File: config.mk
export PLATFORM = sky130hd
export DESIGN_NAME = vgroup_seq
export DESIGN_NICKNAME = d
export VERILOG_FILES = /design/src/rtl/vgs_pkg.sv /design/src/rtl/vgs_fetch.sv /design/src/rtl/vgs_emit.sv /design/src/rtl/vgroup_seq.sv
export SDC_FILE = /design/constraint.sdc
export NUM_CORES = 1
export LEC_CHECK = 0
export ABC_AREA = 1
export CAP_MARGIN = 20
export CORE_MARGIN = 2
export CORE_UTILIZATION = 45
export CTS_CLUSTER_SIZE = 20
export DETAILED_ROUTE_END_ITERATION = 8
export PLACE_DENSITY = 0.88
export SLEW_MARGIN = 20
export SYNTH_ARGS = -nofsm -noshare
export SYNTH_HDL_FRONTEND = slang
export SYNTH_SLANG_ARGS = --single-unit
File: constraint.sdc
create_clock -name clk -period 2.2 [get_ports clk]
set_clock_uncertainty 0.15 [all_clocks]
set_input_delay 0.33 -clock clk [delete_from_list [all_inputs] [get_ports clk]]
set_output_delay 0.33 -clock clk [all_outputs]
set_load 0.05 [all_outputs]
File: src/rtl/vgs_pkg.sv
package vgs_pkg;

  typedef enum logic [2:0] {
    F_IDLE = 3'd0,
    F_DESC = 3'd1,
    F_TBL  = 3'd2,
    F_BYTE = 3'd3,
    F_END  = 3'd4
  } fetch_st_t;

  // Sample value for one tick: full byte, or one nibble zero-extended.
  function automatic logic [7:0] pick_sample(input logic [7:0] b,
                                             input logic adpcm,
                                             input logic hi);
    if (!adpcm)  return b;
    else if (hi) return {4'b0000, b[7:4]};
    else         return {4'b0000, b[3:0]};
  endfunction

  // True when a group number lies in 1..n.
  function automatic logic group_ok(input int unsigned g, input int unsigned n);
    return (g >= 1) && (g <= n);
  endfunction

  // Sample byte address from block number and byte offset.
  function automatic int unsigned byte_addr(input int unsigned blk,
                                            input int unsigned ofs,
                                            input int unsigned bytes);
    return blk * bytes + ofs;
  endfunction

endpackage

File: src/rtl/vgs_fetch.sv
module vgs_fetch
  import vgs_pkg::*;
#(
  parameter int BLOCK_BYTES = 512,
  parameter int BLK_W       = 7,
  parameter int TIDX_W      = 10,
  parameter int GRP_W       = 4,
  parameter int NUM_GROUPS  = 12,
  localparam int OFS_W      = $clog2(BLOCK_BYTES)
) (
  input  logic                    clk,
  input  logic                    rst_n,
  input  logic                    start_i,
  input  logic [GRP_W-1:0]        group_i,
  input  logic                    abort_i,
  input  logic                    fin_i,
  output logic                    accept_o,
  output logic                    desc_rd_o,
  output logic [GRP_W-1:0]        desc_addr_o,
  input  logic [TIDX_W-1:0]       desc_first_i,
  input  logic [TIDX_W-1:0]       desc_last_i,
  output logic                    tbl_rd_o,
  output logic [TIDX_W-1:0]       tbl_addr_o,
  input  logic [BLK_W-1:0]        tbl_blk_i,
  output logic                    smp_rd_o,
  output logic [BLK_W+OFS_W-1:0]  smp_addr_o,
  input  logic [7:0]              smp_data_i,
  input  logic                    take_i,
  output logic [7:0]              hold_o,
  output logic                    hold_v_o,
  output logic                    end_o,
  output logic                    busy_o
);

  localparam logic [OFS_W-1:0] OFS_LAST = OFS_W'(BLOCK_BYTES - 1);

  fetch_st_t          st;
  logic [TIDX_W-1:0]  entry, last_e;
  logic [BLK_W-1:0]   blk;
  logic [OFS_W-1:0]   ofs;
  logic               pend;
  logic [7:0]         hold;
  logic               hold_v;

  // named events
  logic byte_in;     // a sample byte returns this cycle
  logic blk_wrap;    // that byte is the last of its block
  logic run_last;    // current entry is the group's last entry

  assign accept_o    = (st == F_IDLE) && start_i && !abort_i &&
                       group_ok(int'(group_i), NUM_GROUPS);
  assign desc_rd_o   = accept_o;
  assign desc_addr_o = group_i - GRP_W'(1);

  assign byte_in  = (st == F_BYTE) && pend;
  assign blk_wrap = byte_in && (ofs == OFS_LAST);
  assign run_last = (entry == last_e);

  assign tbl_rd_o   = (st == F_DESC) || (blk_wrap && !run_last);
  assign tbl_addr_o = (st == F_DESC) ? desc_first_i : entry + TIDX_W'(1);
  assign smp_rd_o   = (st == F_BYTE) && !hold_v && !pend;
  assign smp_addr_o = {blk, ofs};

  assign hold_o   = hold;
  assign hold_v_o = hold_v;
  assign end_o    = (st == F_END);
  assign busy_o   = (st != F_IDLE);

  always_ff @(posedge clk) begin
    if (!rst_n || abort_i || fin_i) begin
      st     <= F_IDLE;
      pend   <= 1'b0;
      hold_v <= 1'b0;
      if (!rst_n) begin
        entry  <= '0;
        last_e <= '0;
        blk    <= '0;
        ofs    <= '0;
        hold   <= '0;
      end
    end else begin
      if (take_i) hold_v <= 1'b0;
      unique case (st)
        F_IDLE: if (accept_o) st <= F_DESC;
        F_DESC: begin
          entry  <= desc_first_i;
          last_e <= desc_last_i;
          st     <= F_TBL;
        end
        F_TBL: begin
          blk <= tbl_blk_i;
          ofs <= '0;
          st  <= F_BYTE;
        end
        F_BYTE: begin
          if (smp_rd_o) pend <= 1'b1;
          if (byte_in) begin
            pend   <= 1'b0;
            hold   <= smp_data_i;
            hold_v <= 1'b1;
            ofs    <= ofs + OFS_W'(1);
            if (blk_wrap) begin
              if (run_last) st <= F_END;
              else begin
                entry <= entry + TIDX_W'(1);
                st    <= F_TBL;
              end
            end
          end
        end
        F_END: st <= F_END;
        default: st <= F_IDLE;
      endcase
    end
  end

  // a returning byte never lands on a full holding register
  assert_no_overflow_R9: assert property (@(posedge clk) disable iff (!rst_n)
    pend |-> !hold_v);

  // a table read beyond the descriptor's last index never happens
  assert_tbl_in_run_R3: assert property (@(posedge clk) disable iff (!rst_n)
    (tbl_rd_o && st == F_BYTE) |-> (entry < last_e));

  // abort empties the sequencer on the following cycle
  assert_abort_idle_R8: assert property (@(posedge clk) disable iff (!rst_n)
    abort_i |=> (!busy_o && !smp_rd_o && !tbl_rd_o));

  // an accepted start leaves idle on the next cycle
  assert_start_busy_R2: assert property (@(posedge clk) disable iff (!rst_n)
    accept_o |=> busy_o);

endmodule

File: src/rtl/vgs_emit.sv
module vgs_emit
  import vgs_pkg::*;
(
  input  logic       clk,
  input  logic       rst_n,
  input  logic       clear_i,
  input  logic       tick_i,
  input  logic       adpcm_i,
  input  logic [7:0] hold_i,
  input  logic       hold_v_i,
  input  logic       end_i,
  output logic       take_o,
  output logic       fin_o,
  output logic [7:0] sample_o,
  output logic       valid_o
);

  logic [7:0] cur;
  logic       cur_v;
  logic       phase;     // 1 = high nibble is next

  // named events
  logic emit;            // a tick finds a sample ready
  logic byte_last;       // this emission finishes the current byte
  logic need_load;       // current byte register is free after this cycle

  assign emit      = tick_i && cur_v;
  assign byte_last = !adpcm_i || phase;
  assign need_load = (emit && byte_last) || !cur_v;
  assign take_o    = need_load && hold_v_i && !clear_i;
  assign fin_o     = emit && byte_last && !hold_v_i && end_i && !clear_i;

  always_ff @(posedge clk) begin
    if (!rst_n || clear_i) begin
      cur_v   <= 1'b0;
      phase   <= 1'b0;
      valid_o <= 1'b0;
      if (!rst_n) begin
        cur      <= '0;
        sample_o <= '0;
      end
    end else begin
      valid_o <= emit;
      if (emit) sample_o <= pick_sample(cur, adpcm_i, phase);
      if (emit && !byte_last) begin
        phase <= 1'b1;
      end else if (need_load) begin
        phase <= 1'b0;
        cur_v <= hold_v_i;
        if (hold_v_i) cur <= hold_i;
      end
    end
  end

  // output strobe only follows a tick
  assert_valid_after_tick_R5: assert property (@(posedge clk) disable iff (!rst_n)
    valid_o |-> $past(tick_i));

  // coded samples never carry upper bits
  assert_code_width_R6: assert property (@(posedge clk) disable iff (!rst_n)
    (valid_o && $past(adpcm_i)) |-> (sample_o[7:4] == 4'h0));

endmodule

File: src/rtl/vgroup_seq.sv
module vgroup_seq
  import vgs_pkg::*;
#(
  parameter int BLOCK_BYTES = 512,
  parameter int NUM_BLOCKS  = 128,
  parameter int TABLE_DEPTH = 960,
  parameter int NUM_GROUPS  = 12,
  localparam int OFS_W      = $clog2(BLOCK_BYTES),
  localparam int BLK_W      = $clog2(NUM_BLOCKS),
  localparam int TIDX_W     = $clog2(TABLE_DEPTH),
  localparam int GRP_W      = $clog2(NUM_GROUPS + 1)
) (
  input  logic                    clk,
  input  logic                    rst_n,
  input  logic                    start_i,
  input  logic [GRP_W-1:0]        group_i,
  input  logic                    abort_i,
  input  logic                    adpcm_i,
  input  logic                    tick_i,
  output logic                    desc_rd_o,
  output logic [GRP_W-1:0]        desc_addr_o,
  input  logic [TIDX_W-1:0]       desc_first_i,
  input  logic [TIDX_W-1:0]       desc_last_i,
  output logic                    tbl_rd_o,
  output logic [TIDX_W-1:0]       tbl_addr_o,
  input  logic [BLK_W-1:0]        tbl_blk_i,
  output logic                    smp_rd_o,
  output logic [BLK_W+OFS_W-1:0]  smp_addr_o,
  input  logic [7:0]              smp_data_i,
  output logic [7:0]              sample_o,
  output logic                    sample_valid_o,
  output logic                    busy_o,
  output logic                    done_o
);

  logic       accept, take, fin, fetch_end;
  logic [7:0] hold;
  logic       hold_v;
  logic       emit_clear;

  assign emit_clear = abort_i || accept;

  vgs_fetch #(
    .BLOCK_BYTES (BLOCK_BYTES),
    .BLK_W       (BLK_W),
    .TIDX_W      (TIDX_W),
    .GRP_W       (GRP_W),
    .NUM_GROUPS  (NUM_GROUPS)
  ) fetch_i (
    .clk          (clk),
    .rst_n        (rst_n),
    .start_i      (start_i),
    .group_i      (group_i),
    .abort_i      (abort_i),
    .fin_i        (fin),
    .accept_o     (accept),
    .desc_rd_o    (desc_rd_o),
    .desc_addr_o  (desc_addr_o),
    .desc_first_i (desc_first_i),
    .desc_last_i  (desc_last_i),
    .tbl_rd_o     (tbl_rd_o),
    .tbl_addr_o   (tbl_addr_o),
    .tbl_blk_i    (tbl_blk_i),
    .smp_rd_o     (smp_rd_o),
    .smp_addr_o   (smp_addr_o),
    .smp_data_i   (smp_data_i),
    .take_i       (take),
    .hold_o       (hold),
    .hold_v_o     (hold_v),
    .end_o        (fetch_end),
    .busy_o       (busy_o)
  );

  vgs_emit emit_i (
    .clk      (clk),
    .rst_n    (rst_n),
    .clear_i  (emit_clear),
    .tick_i   (tick_i),
    .adpcm_i  (adpcm_i),
    .hold_i   (hold),
    .hold_v_i (hold_v),
    .end_i    (fetch_end),
    .take_o   (take),
    .fin_o    (fin),
    .sample_o (sample_o),
    .valid_o  (sample_valid_o)
  );

  always_ff @(posedge clk) begin
    if (!rst_n) done_o <= 1'b0;
    else        done_o <= fin;
  end

  // completion coincides with the final sample and the return to idle
  assert_done_with_last_R7: assert property (@(posedge clk) disable iff (!rst_n)
    done_o |-> (sample_valid_o && !busy_o));

  assert_done_pulse_R7: assert property (@(posedge clk) disable iff (!rst_n)
    done_o |=> !done_o);

  // nothing is emitted after an abort
  assert_abort_quiet_R8: assert property (@(posedge clk) disable iff (!rst_n)
    abort_i |=> (!sample_valid_o && !done_o));

endmodule

==> out/qor.yml <==
status: "finished with violations"
violations: "negative setup slack"
power.density_cell_area_mw_per_mm2: 650.0
hpwlAfterDp_um: 6445
cpMostUsedCell: "sky130_fd_sc_hd__nand2_1"
share_of_the_yosys_chip_area_belonging_to_registers_pct: 55.42
startpoint_type: "flip-flop"
pre_cts_ws_ns: -0.2335
drt_drc_violations_left: 0
crit_arrival_ns: 2.10
routed-wl-met3_um: 957
place.detailed.instances: 622
number_of_placement_rows: 32
initial_core_utilization_pct: 46.28
globalRoute.totalOverflow: 0
num_antenna_cells: 0
r2r-start: "fetch_i.ofs[0]"
cts.path.max_buffers: 2
synth.ff_latch_count: 69
die_width_um: 93.15
gp_routability_congestion: 0.8457
critical_path_class: "reg2out"
drv.max_cap_violation_count: 0
pin_count: 89
overall_track_demand_over_capacity_in_global_routing_pct: 23.59
synth-warning-count: 0
instances_no_fill: 672
ir_drop_uv: 361.6
slew_headroom_pct: 64.65
initialDrtViolationCount: 231
cpPeakStageDelay_ns: 0.48
timing.final.max_slew_violations: 0
edff_count_synth: 60
worstPathCellList: "inv_1 -> nand2_1 -> nand2_1 -> nor2_1 -> nand2_1 -> nor2_1 -> nand2_1 -> nand2_2 -> nand2_4 -> buf_12"
highest-signal-layer: "met4"
fp.dieArea_mm2: 0.008676
dr_wl_met2_um: 5629
average_via_count_per_standard_cell: 5.150
place.port_buffers: 88
drtPass1Iterations: 5
clkSinkCount: 69
routed_wire_length_per_instance_um: 16.56
design_power_total_uw: 3709
power.leakage_uw: 0.002533
layout-drive-gt1-share_pct: 26.67
wl_um: 11130
finalSetupViolCount: 20
crit_share_post_route_pct: 117.3
critPathLaunch: "fetch_i.entry[3]"
first_pass_grt_wire_length_um: 15590
clk-insertion-delay-late_ns: 0.36
ys_dominant_reg_cell: "sky130_fd_sc_hd__edfxtp_1"
crit_fanout: 4
async_reset_ff_share_pct: 0
maxClockFrequency_mhz: 387.6
grt_setup_unrepaired: "yes"
hold_path_class: "in2reg"
synth_area_per_cell_um2: 8.701
final_hold_viol_count: 0
nNetsFinal: 615
worst-slew-pin-transition_ns: 0.5287
pin_count_of_the_biggest_net_entering_global_routing: 22
yosys.cell_types.count: 34
cts_tree: "done"
fill_cells: 450
grt_pass1_vias: 3377
grt_antenna_before_repair: 0
area_overhead_vs_synth_pct: 59.59
timing.hold.worst.start: "adpcm_i"
tns_ns: -2.429
fp.coreArea_mm2: 0.007727
synthesis.instances: 411
layout.core_utilization_pct: 73.85
post-route-worst-setup-slack_ns: -0.3797
crit_path_end_kind: "output port"
ant_nets: 0
vias: 3461
htreeDepth: 3
cts-root-buf: "sky130_fd_sc_hd__clkbuf_8"
die_extent_in_y_um: 93.15
synth.cell_area_mm2: 0.003576
drt-met1-wl_um: 3951
cts_buffers: 9
period_minus_slack_ns: 2.580
timing.critical_path.slowest_stage_cell: "sky130_fd_sc_hd__edfxtp_1"
mappedNetlistNets: 461
cts.clk_slew.worst_paths_ns: 0.07
cp.required_ns: 1.72
-- flip-flops by register name, indices dropped and copies added (netlist names), 3 cells and up --
| register | count |
|---|---|
| fetch_i.entry | 10 |
| fetch_i.last_e | 10 |
| fetch_i.ofs | 9 |
| fetch_i.blk | 7 |
| fetch_i.st | 3 |
| emit_i.sample_o | 8 |
| fetch_i.hold_o | 8 |
| emit_i.cur | 8 |
-- final timing paths --
check | to | slack, ns | cells after the start
hold reg to reg | emit_i.cur[0] | 0.40 | 2
setup reg to reg | fetch_i.entry[6] | -0.08 | 13
setup / recovery | tbl_rd_o | -0.38 | 10
hold / removal | emit_i.sample_o[2] | 0.37 | 3
-- area by class of cell --
cell class	instances	area (um^2)	area share (%)
sequential	69	1983	34.75
timing repair buffer	150	1563	27.38
multi-input combinational	250	1473	25.81
inverter	85	321.6	5.635
clock buffer	10	127.6	2.236
tap	102	127.6	2.236
clock inverter	6	111.4	1.951
-- routing by layer --
layer | GRT usage, % | up-vias
met3 | 4.835 | 59
met4 | 11.52 | 0
met1 | 26.32 | 1586
li1 | - | 1601
met2 | 42.69 | 215
met5 | 0 | -
-- cell usage in the layout, fill, tap and decap left out, types with 13 or more instances in the layout --
cell type	Yosys	layout
sky130_fd_sc_hd__buf_12	0	16
sky130_fd_sc_hd__nand2_1	77	70
sky130_fd_sc_hd__a21oi_1	15	13
sky130_fd_sc_hd__inv_1	83	79
sky130_fd_sc_hd__clkdlybuf4s50_1	0	68
sky130_fd_sc_hd__edfxtp_1	60	60
sky130_fd_sc_hd__buf_4	0	49
sky130_fd_sc_hd__buf_6	0	15
sky130_fd_sc_hd__nand3_1	16	13
sky130_fd_sc_hd__nor2_1	76	70
-- synthesized netlist by cell type, drive strengths merged, types with 5 or more instances --
| cell | n | area, um^2 |
|---|---|---|
| ha | 5 | 62.56 |
| a21oi | 15 | 75.07 |
| nand2 | 82 | 330.3 |
| inv | 85 | 321.6 |
| o21ai | 19 | 98.84 |
| xnor2 | 6 | 52.55 |
| edfxtp | 60 | 1802 |
| dfxtp | 9 | 180.2 |
| nand3 | 16 | 80.08 |
| nor2 | 79 | 317.8 |
| buf | 6 | 30.03 |
| xor2 | 9 | 78.83 |
-- worst max-delay path: cells and delay by family (launching register included) --
kind	cells	cell delay [ns]
AND/OR/NAND/NOR	8	0.92
flip-flops	1	0.48
buffers and inverters	2	0.33
-- metrics by stage --
step	hold slack, ns	instance area [um^2]
3_3_place_gp	0.3629	4961
5_1_grt	0.3832	5707
4_1_cts	0.4029	5439
3_5_place_dp	0.3836	4961
6_report	0.3720	5707
2_1_floorplan	0.3377	3621
-- repair_timing --
| action | 4_1_cts | 5_1_grt |
|---|---|---|
| endpoints found under the hold margin | 0 | 0 |
| endpoints found under the setup margin | 12 | 45 |
| pin swaps | 13 | 19 |
| hold buffers | 0 | 0 |
| resized for setup | 31 | 32 |
| setup buffers | 16 | 20 |
-- where the power goes --
part / switching (uW) / total, uW / internal (uW)
Sequential: 49.7 / 1550 / 1500
Clock: 511 / 1260 / 753
Combinational: 504 / 894 / 391
-- logic make-up (layout without fill, tap and decap cells) --
family | after synthesis | count (layout) | share of synthesized area, %
AO/OA/AOI/OAI | 38 | 38 | 5.703
XOR/XNOR | 15 | 15 | 3.674
adder cells (fa/ha/maj) | 5 | 5 | 1.749
buffers and inverters | 92 | 251 | 9.937
flip-flops | 69 | 69 | 55.42
AND/OR/NAND/NOR | 192 | 192 | 23.51
Note: power is estimated with default switching activity, not from simulation.
